--- config.mk ---
export PLATFORM = sky130hd
export DESIGN_NAME = sha1_retimed_core
export DESIGN_NICKNAME = d
export VERILOG_FILES = /design/src/rtl/sha1_core_pkg.sv /design/src/rtl/sha1_csa.sv /design/src/rtl/sha1_msg_sched.sv /design/src/rtl/sha1_tsum_gen.sv /design/src/rtl/sha1_retimed_core.sv
export SDC_FILE = /design/constraint.sdc
export NUM_CORES = 2
export LEC_CHECK = 0
export ABC_AREA = 0
export BUFFER_PORTS_ARGS = -buffer_cell sky130_fd_sc_hd__buf_2
export CAP_MARGIN = 0
export CORE_MARGIN = 2
export CORE_UTILIZATION = 35
export DETAILED_ROUTE_END_ITERATION = 8
export GPL_TIMING_DRIVEN = 0
export PLACE_DENSITY = 0.56
export SYNTH_ARGS = -nofsm -noshare
export SYNTH_HDL_FRONTEND = slang
export SYNTH_HIERARCHICAL = 1
export SYNTH_SLANG_ARGS = --single-unit
--- constraint.sdc ---
create_clock -name clk -period 4.69 [get_ports clk]
set_input_delay 0.938 -clock clk [delete_from_list [all_inputs] [get_ports clk]]
set_output_delay 0.938 -clock clk [all_outputs]
set_load 0.02 [all_outputs]
--- src/rtl/sha1_core_pkg.sv ---
package sha1_core_pkg;

    localparam int WORD_W    = 32;
    localparam int MSG_WORDS = 16;
    localparam int ROUNDS    = 80;
    localparam int GROUP_LEN = 20;
    localparam int BLOCK_W   = WORD_W * MSG_WORDS;
    localparam int STATE_WORDS = 5;
    localparam int STATE_W   = WORD_W * STATE_WORDS;
    localparam int RND_W     = $clog2(ROUNDS + 1);

    typedef logic [WORD_W-1:0] word_t;
    typedef logic [RND_W-1:0]  rnd_t;

    typedef enum logic [1:0] {
        PH_IDLE  = 2'd0,
        PH_PRIME = 2'd1,
        PH_ROUND = 2'd2,
        PH_FOLD  = 2'd3
    } phase_e;

    typedef struct packed {
        word_t sum;
        word_t cry;
    } cs_pair_t;

    localparam rnd_t LAST_RND = rnd_t'(ROUNDS - 1);
    localparam rnd_t GRP1_LO  = rnd_t'(GROUP_LEN);
    localparam rnd_t GRP2_LO  = rnd_t'(2 * GROUP_LEN);
    localparam rnd_t GRP3_LO  = rnd_t'(3 * GROUP_LEN);

    function automatic word_t rotl(input word_t x, input int unsigned n);
        return (x << n) | (x >> (WORD_W - n));
    endfunction

    function automatic word_t round_fn(input rnd_t idx, input word_t x,
                                       input word_t y, input word_t z);
        word_t r;
        if (idx < GRP1_LO)      r = (x & y) | (~x & z);
        else if (idx < GRP2_LO) r = x ^ y ^ z;
        else if (idx < GRP3_LO) r = (x & y) | (x & z) | (y & z);
        else                    r = x ^ y ^ z;
        return r;
    endfunction

    function automatic word_t round_const(input rnd_t idx);
        word_t r;
        if (idx < GRP1_LO)      r = 32'h5a827999;
        else if (idx < GRP2_LO) r = 32'h6ed9eba1;
        else if (idx < GRP3_LO) r = 32'h8f1bbcdc;
        else                    r = 32'hca62c1d6;
        return r;
    endfunction

endpackage

--- src/rtl/sha1_csa.sv ---
module sha1_csa #(
    parameter int W = 32
) (
    input  logic [W-1:0] x_i,
    input  logic [W-1:0] y_i,
    input  logic [W-1:0] z_i,
    output logic [W-1:0] sum_o,
    output logic [W-1:0] cry_o
);
    logic [W-1:0] maj;

    assign maj   = (x_i & y_i) | (x_i & z_i) | (y_i & z_i);
    assign sum_o = x_i ^ y_i ^ z_i;
    // carry weight is one bit higher; the top carry drops out modulo 2^W
    assign cry_o = {maj[W-2:0], 1'b0};
endmodule

--- src/rtl/sha1_msg_sched.sv ---
module sha1_msg_sched #(
    parameter int W = 32,
    parameter int N = 16
) (
    input  logic         clk,
    input  logic         rst_n,
    input  logic         load_i,
    input  logic         shift_i,
    input  logic [N*W-1:0] block_i,
    output logic [W-1:0] w_o
);
    localparam int TAP_A = N - 3;
    localparam int TAP_B = N - 8;
    localparam int TAP_C = N - 14;

    logic [N-1:0][W-1:0] win_d, win_q;
    logic [W-1:0] mix, fresh;

    assign mix   = win_q[TAP_A] ^ win_q[TAP_B] ^ win_q[TAP_C] ^ win_q[0];
    assign fresh = {mix[W-2:0], mix[W-1]};
    assign w_o   = win_q[0];

    for (genvar g = 0; g < N; g++) begin : g_word
        logic [W-1:0] upper;
        if (g == N - 1) begin : g_top
            assign upper = fresh;
        end else begin : g_mid
            assign upper = win_q[g+1];
        end
        assign win_d[g] = load_i  ? block_i[(N-1-g)*W +: W] :
                          shift_i ? upper : win_q[g];
    end

    always_ff @(posedge clk) begin
        if (!rst_n) win_q <= '0;
        else        win_q <= win_d;
    end
endmodule

--- src/rtl/sha1_tsum_gen.sv ---
module sha1_tsum_gen
    import sha1_core_pkg::*;
(
    input  word_t    b_i,
    input  word_t    c_i,
    input  word_t    d_i,
    input  word_t    e_i,
    input  word_t    w_i,
    input  rnd_t     rnd_i,
    output cs_pair_t t_o
);
    word_t f_val, k_val, s0, c0, s1, c1;

    assign f_val = round_fn(rnd_i, b_i, c_i, d_i);
    assign k_val = round_const(rnd_i);

    sha1_csa #(.W(WORD_W)) u_csa_lo (
        .x_i(f_val), .y_i(e_i), .z_i(w_i), .sum_o(s0), .cry_o(c0)
    );
    sha1_csa #(.W(WORD_W)) u_csa_hi (
        .x_i(s0), .y_i(c0), .z_i(k_val), .sum_o(s1), .cry_o(c1)
    );

    assign t_o.sum = s1;
    assign t_o.cry = c1;
endmodule

--- src/rtl/sha1_retimed_core.sv ---
module sha1_retimed_core
    import sha1_core_pkg::*;
(
    input  logic         clk,
    input  logic         rst_n,
    input  logic         start_i,
    input  logic [511:0] block_i,
    input  logic [159:0] chain_i,
    output logic [159:0] digest_o,
    output logic         done_o
);
    typedef struct packed {
        phase_e             ph;
        rnd_t               rnd;
        word_t              a;
        word_t              b;
        word_t              c;
        word_t              d;
        word_t              e;
        cs_pair_t           t;
        logic [STATE_W-1:0] hsave;
        logic [STATE_W-1:0] dig;
        logic               done;
    } core_t;

    core_t cq, cd;

    logic     accept, sched_shift;
    word_t    w_cur;
    word_t    tb_b, tb_c, tb_d, tb_e;
    rnd_t     tb_rnd;
    cs_pair_t t_next;
    word_t    a_s, a_c, a_next;
    logic [STATE_W-1:0] work;

    assign accept      = start_i && (cq.ph == PH_IDLE || cq.ph == PH_FOLD);
    assign sched_shift = (cq.ph == PH_PRIME) || (cq.ph == PH_ROUND);

    sha1_msg_sched #(.W(WORD_W), .N(MSG_WORDS)) u_sched (
        .clk(clk), .rst_n(rst_n), .load_i(accept), .shift_i(sched_shift),
        .block_i(block_i), .w_o(w_cur)
    );

    // operands for the partial sum of the round that follows the current one
    always_comb begin
        if (cq.ph == PH_PRIME) begin
            tb_b   = cq.b;
            tb_c   = cq.c;
            tb_d   = cq.d;
            tb_e   = cq.e;
            tb_rnd = '0;
        end else begin
            tb_b   = cq.a;
            tb_c   = rotl(cq.b, 30);
            tb_d   = cq.c;
            tb_e   = cq.d;
            tb_rnd = cq.rnd + rnd_t'(1);
        end
    end

    sha1_tsum_gen u_tsum (
        .b_i(tb_b), .c_i(tb_c), .d_i(tb_d), .e_i(tb_e), .w_i(w_cur),
        .rnd_i(tb_rnd), .t_o(t_next)
    );

    // loop half: ROTL5(A) folded into the stored carry-save pair
    sha1_csa #(.W(WORD_W)) u_csa_a (
        .x_i(rotl(cq.a, 5)), .y_i(cq.t.sum), .z_i(cq.t.cry),
        .sum_o(a_s), .cry_o(a_c)
    );
    assign a_next = a_s + a_c;
    assign work   = {cq.a, cq.b, cq.c, cq.d, cq.e};

    always_comb begin
        cd      = cq;
        cd.done = 1'b0;
        unique case (cq.ph)
            PH_IDLE: ;
            PH_PRIME: begin
                cd.t   = t_next;
                cd.rnd = '0;
                cd.ph  = PH_ROUND;
            end
            PH_ROUND: begin
                cd.a   = a_next;
                cd.b   = cq.a;
                cd.c   = rotl(cq.b, 30);
                cd.d   = cq.c;
                cd.e   = cq.d;
                cd.t   = t_next;
                cd.rnd = cq.rnd + rnd_t'(1);
                if (cq.rnd == LAST_RND) cd.ph = PH_FOLD;
            end
            PH_FOLD: begin
                for (int i = 0; i < STATE_WORDS; i++) begin
                    cd.dig[i*WORD_W +: WORD_W] =
                        cq.hsave[i*WORD_W +: WORD_W] + work[i*WORD_W +: WORD_W];
                end
                cd.done = 1'b1;
                cd.ph   = PH_IDLE;
            end
            default: cd.ph = PH_IDLE;
        endcase
        if (accept) begin
            {cd.a, cd.b, cd.c, cd.d, cd.e} = chain_i;
            cd.hsave = chain_i;
            cd.ph    = PH_PRIME;
        end
    end

    always_ff @(posedge clk) begin
        if (!rst_n) cq <= '0;
        else        cq <= cd;
    end

    assign digest_o = cq.dig;
    assign done_o   = cq.done;
endmodule

# --- After elaboration in Yosys (flattened, before gate mapping) ---
# Cells that the tools add are included.
classes:
  n_mux: 50
  n_addsub: 7
  n_lt_le_gt_ge: 3
  n_bitwise: 37
  n_eq_ne: 6
  n_reduce_logical: 13
ops:
  columns: ["operator", "count"]
  rows:
  - ["$mux 32", 41]
  - ["$xor 32x32->32", 11]
  - ["$mux 160", 2]
  - ["$and 31x31->31", 9]
  - ["$add 32x32->32", 6]
  - ["$or 31x31->31", 6]
  - ["$and 32x32->32", 4]
  - ["$or 32x32->32", 3]
  - ["$not 32->32", 1]
  - ["$or 32x30->32", 1]
  - ["$or 32x5->32", 1]
  - ["$mux 31", 1]
  - ["$lt 7x6->1 const B", 2]
  - ["$pmux 7 s2", 1]
  - ["$add 7x1->7 const B", 1]
  - ["$eq 7x7->1 const B", 1]
  - ["$lt 7x5->1 const B", 1]
  - ["$mux 7", 1]
  - ["$pmux 2 s3", 1]
  - ["$reduce_bool 2->1", 3]
  - ["$eq 2x2->1 const B", 2]
  - ["$reduce_and 2->1", 2]
  - ["$reduce_bool 4->1", 1]
  - ["$reduce_or 2->1", 2]
  - ["other kinds (10)", 12]
word_totals:
  output_inout_bits: 161
  word_cells: 145
  regBits: 1065

# --- Longest topological paths before layout ---
depth:
  depth_word: 14
  mapped_depth: 15

# --- Hierarchy ---
# The synthesis kept the hierarchy.
by_module_without_submodules:
  columns: ["module", "instances", "cells_each", "area_per_inst_um2"]
  rows:
  - ["sha1_retimed_core", 1, 3776, 31793.0]
  - ["sha1_msg_sched", 1, 2857, 25394.4]
  - ["sha1_csa", 3, 34, 655.6]
  - ["sha1_tsum_gen", 1, 198, 1941.9]

# --- Worst setup path after synthesis ---
# No wires, ideal clock.
synth_timing:
  path_kind: "reg-to-reg"
  start: "reg cq[552] in the netlist's numbering"
  end: "reg cq[381] in the netlist's numbering"
  stages_incl_launch_ff: 12
  path_buffers: 2
  setup_ps: 128
  arrival_time_ps: 3441
  slack_ps: 1122
  path_cell_list: "dfxtp_1 > ha_1 > clkbuf_1 > clkbuf_1 > mux2_2 > fa_1 > inv_1 > o221ai_1 > fa_1 > fa_1 > mux2i_1 > nor2_1"
synth_rtl:
  columns: ["element", "line_no", "rtl"]
  rows:
  - ["start, declared", "sha1_retimed_core.sv:26", "core_t cq, cd;"]
  - ["start signal, assigned", "sha1_retimed_core.sv:112", "if (!rst_n) cq <= '0;"]
  - ["start signal, assigned", "sha1_retimed_core.sv:113", "else cq <= cd;"]

==> run summary <==
multi-input logic area = 36000 sq um
Final Power = 0.0492 W
max cap viols = 0
drt wl/cell = 26.5 um
M2 GR Usage = 51.5%
DIE AREA = 178000 sq um
min-delay worst type = input port to flop
row count = 153
min cycle time layout = 4.47 ns
clk_skew = 0.0275 ns
initial core utilization = 35.2%
crit end category = flop
clock root buffer = clkbuf_16
initial antenna violation count = 84
critical path class = flop to flop
Crit path required time = 5.34 ns
Iter 0 DRT Violations = 4243
layout filler cell count = 17679
Final TNS setup = 0 ns
Cell Chain, Critical Path = ha_1 > clkbuf_1 > clkbuf_1 > nor2_1 > o21ai_0 > nand2_1 > buf_2 > o221ai_2 > fa_1 > fa_1 > mux2i_1 > nor2_1
Worst Setup Start Kind = flop
clk_lat worst skew = 0.79 ns
GRT met3 Usage = 5.13%
DP HPWL = 224000 um
gate family responsible for the most delay along the worst path = buffers and inverters
global placer's final weighted congestion = 0.978
H-tree levels = 4
measured slew at the worst slew-check pin = 1.44 ns
Core Util, Final = 42.0%
routed vias/inst = 5.28
grt met1 use = 33.7%
most frequent cells in the layout = nand2_1, dfxtp_1, buf_2
global-route wire length before repair = 380000 um
Leak = 32.1 nW
CORE AREA = 174000 sq um
Hold Violations, Final = 0
Final ANT Viol Nets = 0
worst-path fanout max = 10
die width = 422 um
Post-Syn Area = 61100 sq um
Worst VDD drop = 0.345 mV
Worst-path clk slew = 0.06 ns
Synth Instances = 6931
Crit-path slowest cell = clkbuf_1
Finish-stage setup viols = 0
final period utilization = 95.4%
Ports = 836
Buf+Inv Stages, Crit Path = 3
Final Slew Violations = 0
commonest non-fill, non-tap cell in the layout = nand2_1
CP arrival = 5.12 ns
Slew Limit Headroom = 3.86%
TritonCTS clock tree = yes
first drt pass iteration count = 6
RSZ-0062 raised after global routing = no
layout cells sized above 1 = 21.8%
grt ovf = 0
f_max = 223 MHz
vias in the first global route = 53689
clk sinks = 1066
status = complete, no violations
GRT Total Usage = 29.6%
port buffer count = 835
GRT busiest layer = met2
PwrDens = 674 nW/um^2
Critical Path Max Stage Delay = 0.61 ns
register area = 21300 sq um
WHS = 0.415 ns
YS warnings = 6
syn avg cell area = 8.81 sq um
Routed WL = 274000 um
cts bufs inserted = 130
vias = 54729
CTS max path bufs = 3
largest net degree at the start of global routing = 17
final net count = 8901
DR DRC count = 0
Hold Buf Count CTS = 0
area grow syn2layout = 19.5%
Die Y = 422 um
==> state kept, by name (all words and copies together) (netlist names) <==
name,flops
cq,393
digest_o,160
done_o,1
u_sched/w_o,32
u_sched/g_word.upper,480
==> path summary, 6_finish.rpt <==
| path | from | to | slack (ns) | cells after the start |
|---|---|---|---|---|
| max | cq[552]$_SDFFE_PN0P_ | cq[360]$_SDFFE_PN0N_ | 0.22 | 12 |
| min | chain_i[158] | cq[319]$_SDFFE_PN0P_ | 0.41 | 3 |
| max reg2reg | cq[552]$_SDFFE_PN0P_ | cq[360]$_SDFFE_PN0N_ | 0.22 | 12 |
| min reg2reg | digest_o[56]$_SDFFE_PN0P_ | digest_o[56]$_SDFFE_PN0P_ | 0.45 | 2 |
==> where the power goes <==
| part | total, W | internal (W) | leakage [nW] | switching [W] |
|---|---|---|---|---|
| Clock | 0.0110 | 0.00663 | 2.28 | 0.00436 |
| Sequential | 0.0145 | 0.0113 | 8.73 | 0.00321 |
| Combinational | 0.0237 | 0.00985 | 21.1 | 0.0138 |
==> area by class of cell <==
cell class / count / area share (%)
Clock inverter: 54 / 1.23
Clock buffer: 182 / 5.18
Tap cell: 2325 / 3.99
Inverter: 83 / 0.427
Buffer: 602 / 4.79
Multi-Input combinational cell: 5182 / 49.3
Antenna cell: 27 / 0.0926
Timing Repair Buffer: 838 / 5.79
Sequential cell: 1066 / 29.2
==> routing by layer <==
layer	vias up	routed length, um
met4	34	19900
met3	626	16000
met1	26372	104000
met2	1996	134000
li1	25701	-
met5	-	227
==> metrics by stage <==
stage | std cells | setup WS (ns) | cell area [sq um]
global placement | 10093 | -0.0892 | 68200
global route | 10348 | 0.00427 | 73000
floorplan | 6933 | 1.12 | 61100
CTS | 10332 | 0.0940 | 72900
detailed placement | 10096 | -0.135 | 68200
finish | 10359 | 0.215 | 73000
==> worst min-delay path: stages <==
cell	delay (ns)
buf_2	0.11
nand2_1	0.05
a21oi_1	0.05
==> what timing repair did <==
action / 4_1_cts / 5_1_grt
endpoints found under the setup margin: 241 / 5
gates resized for setup: 1 / 4
buffers inserted: 0 / 0
Power figures use the tool's default switching activity.
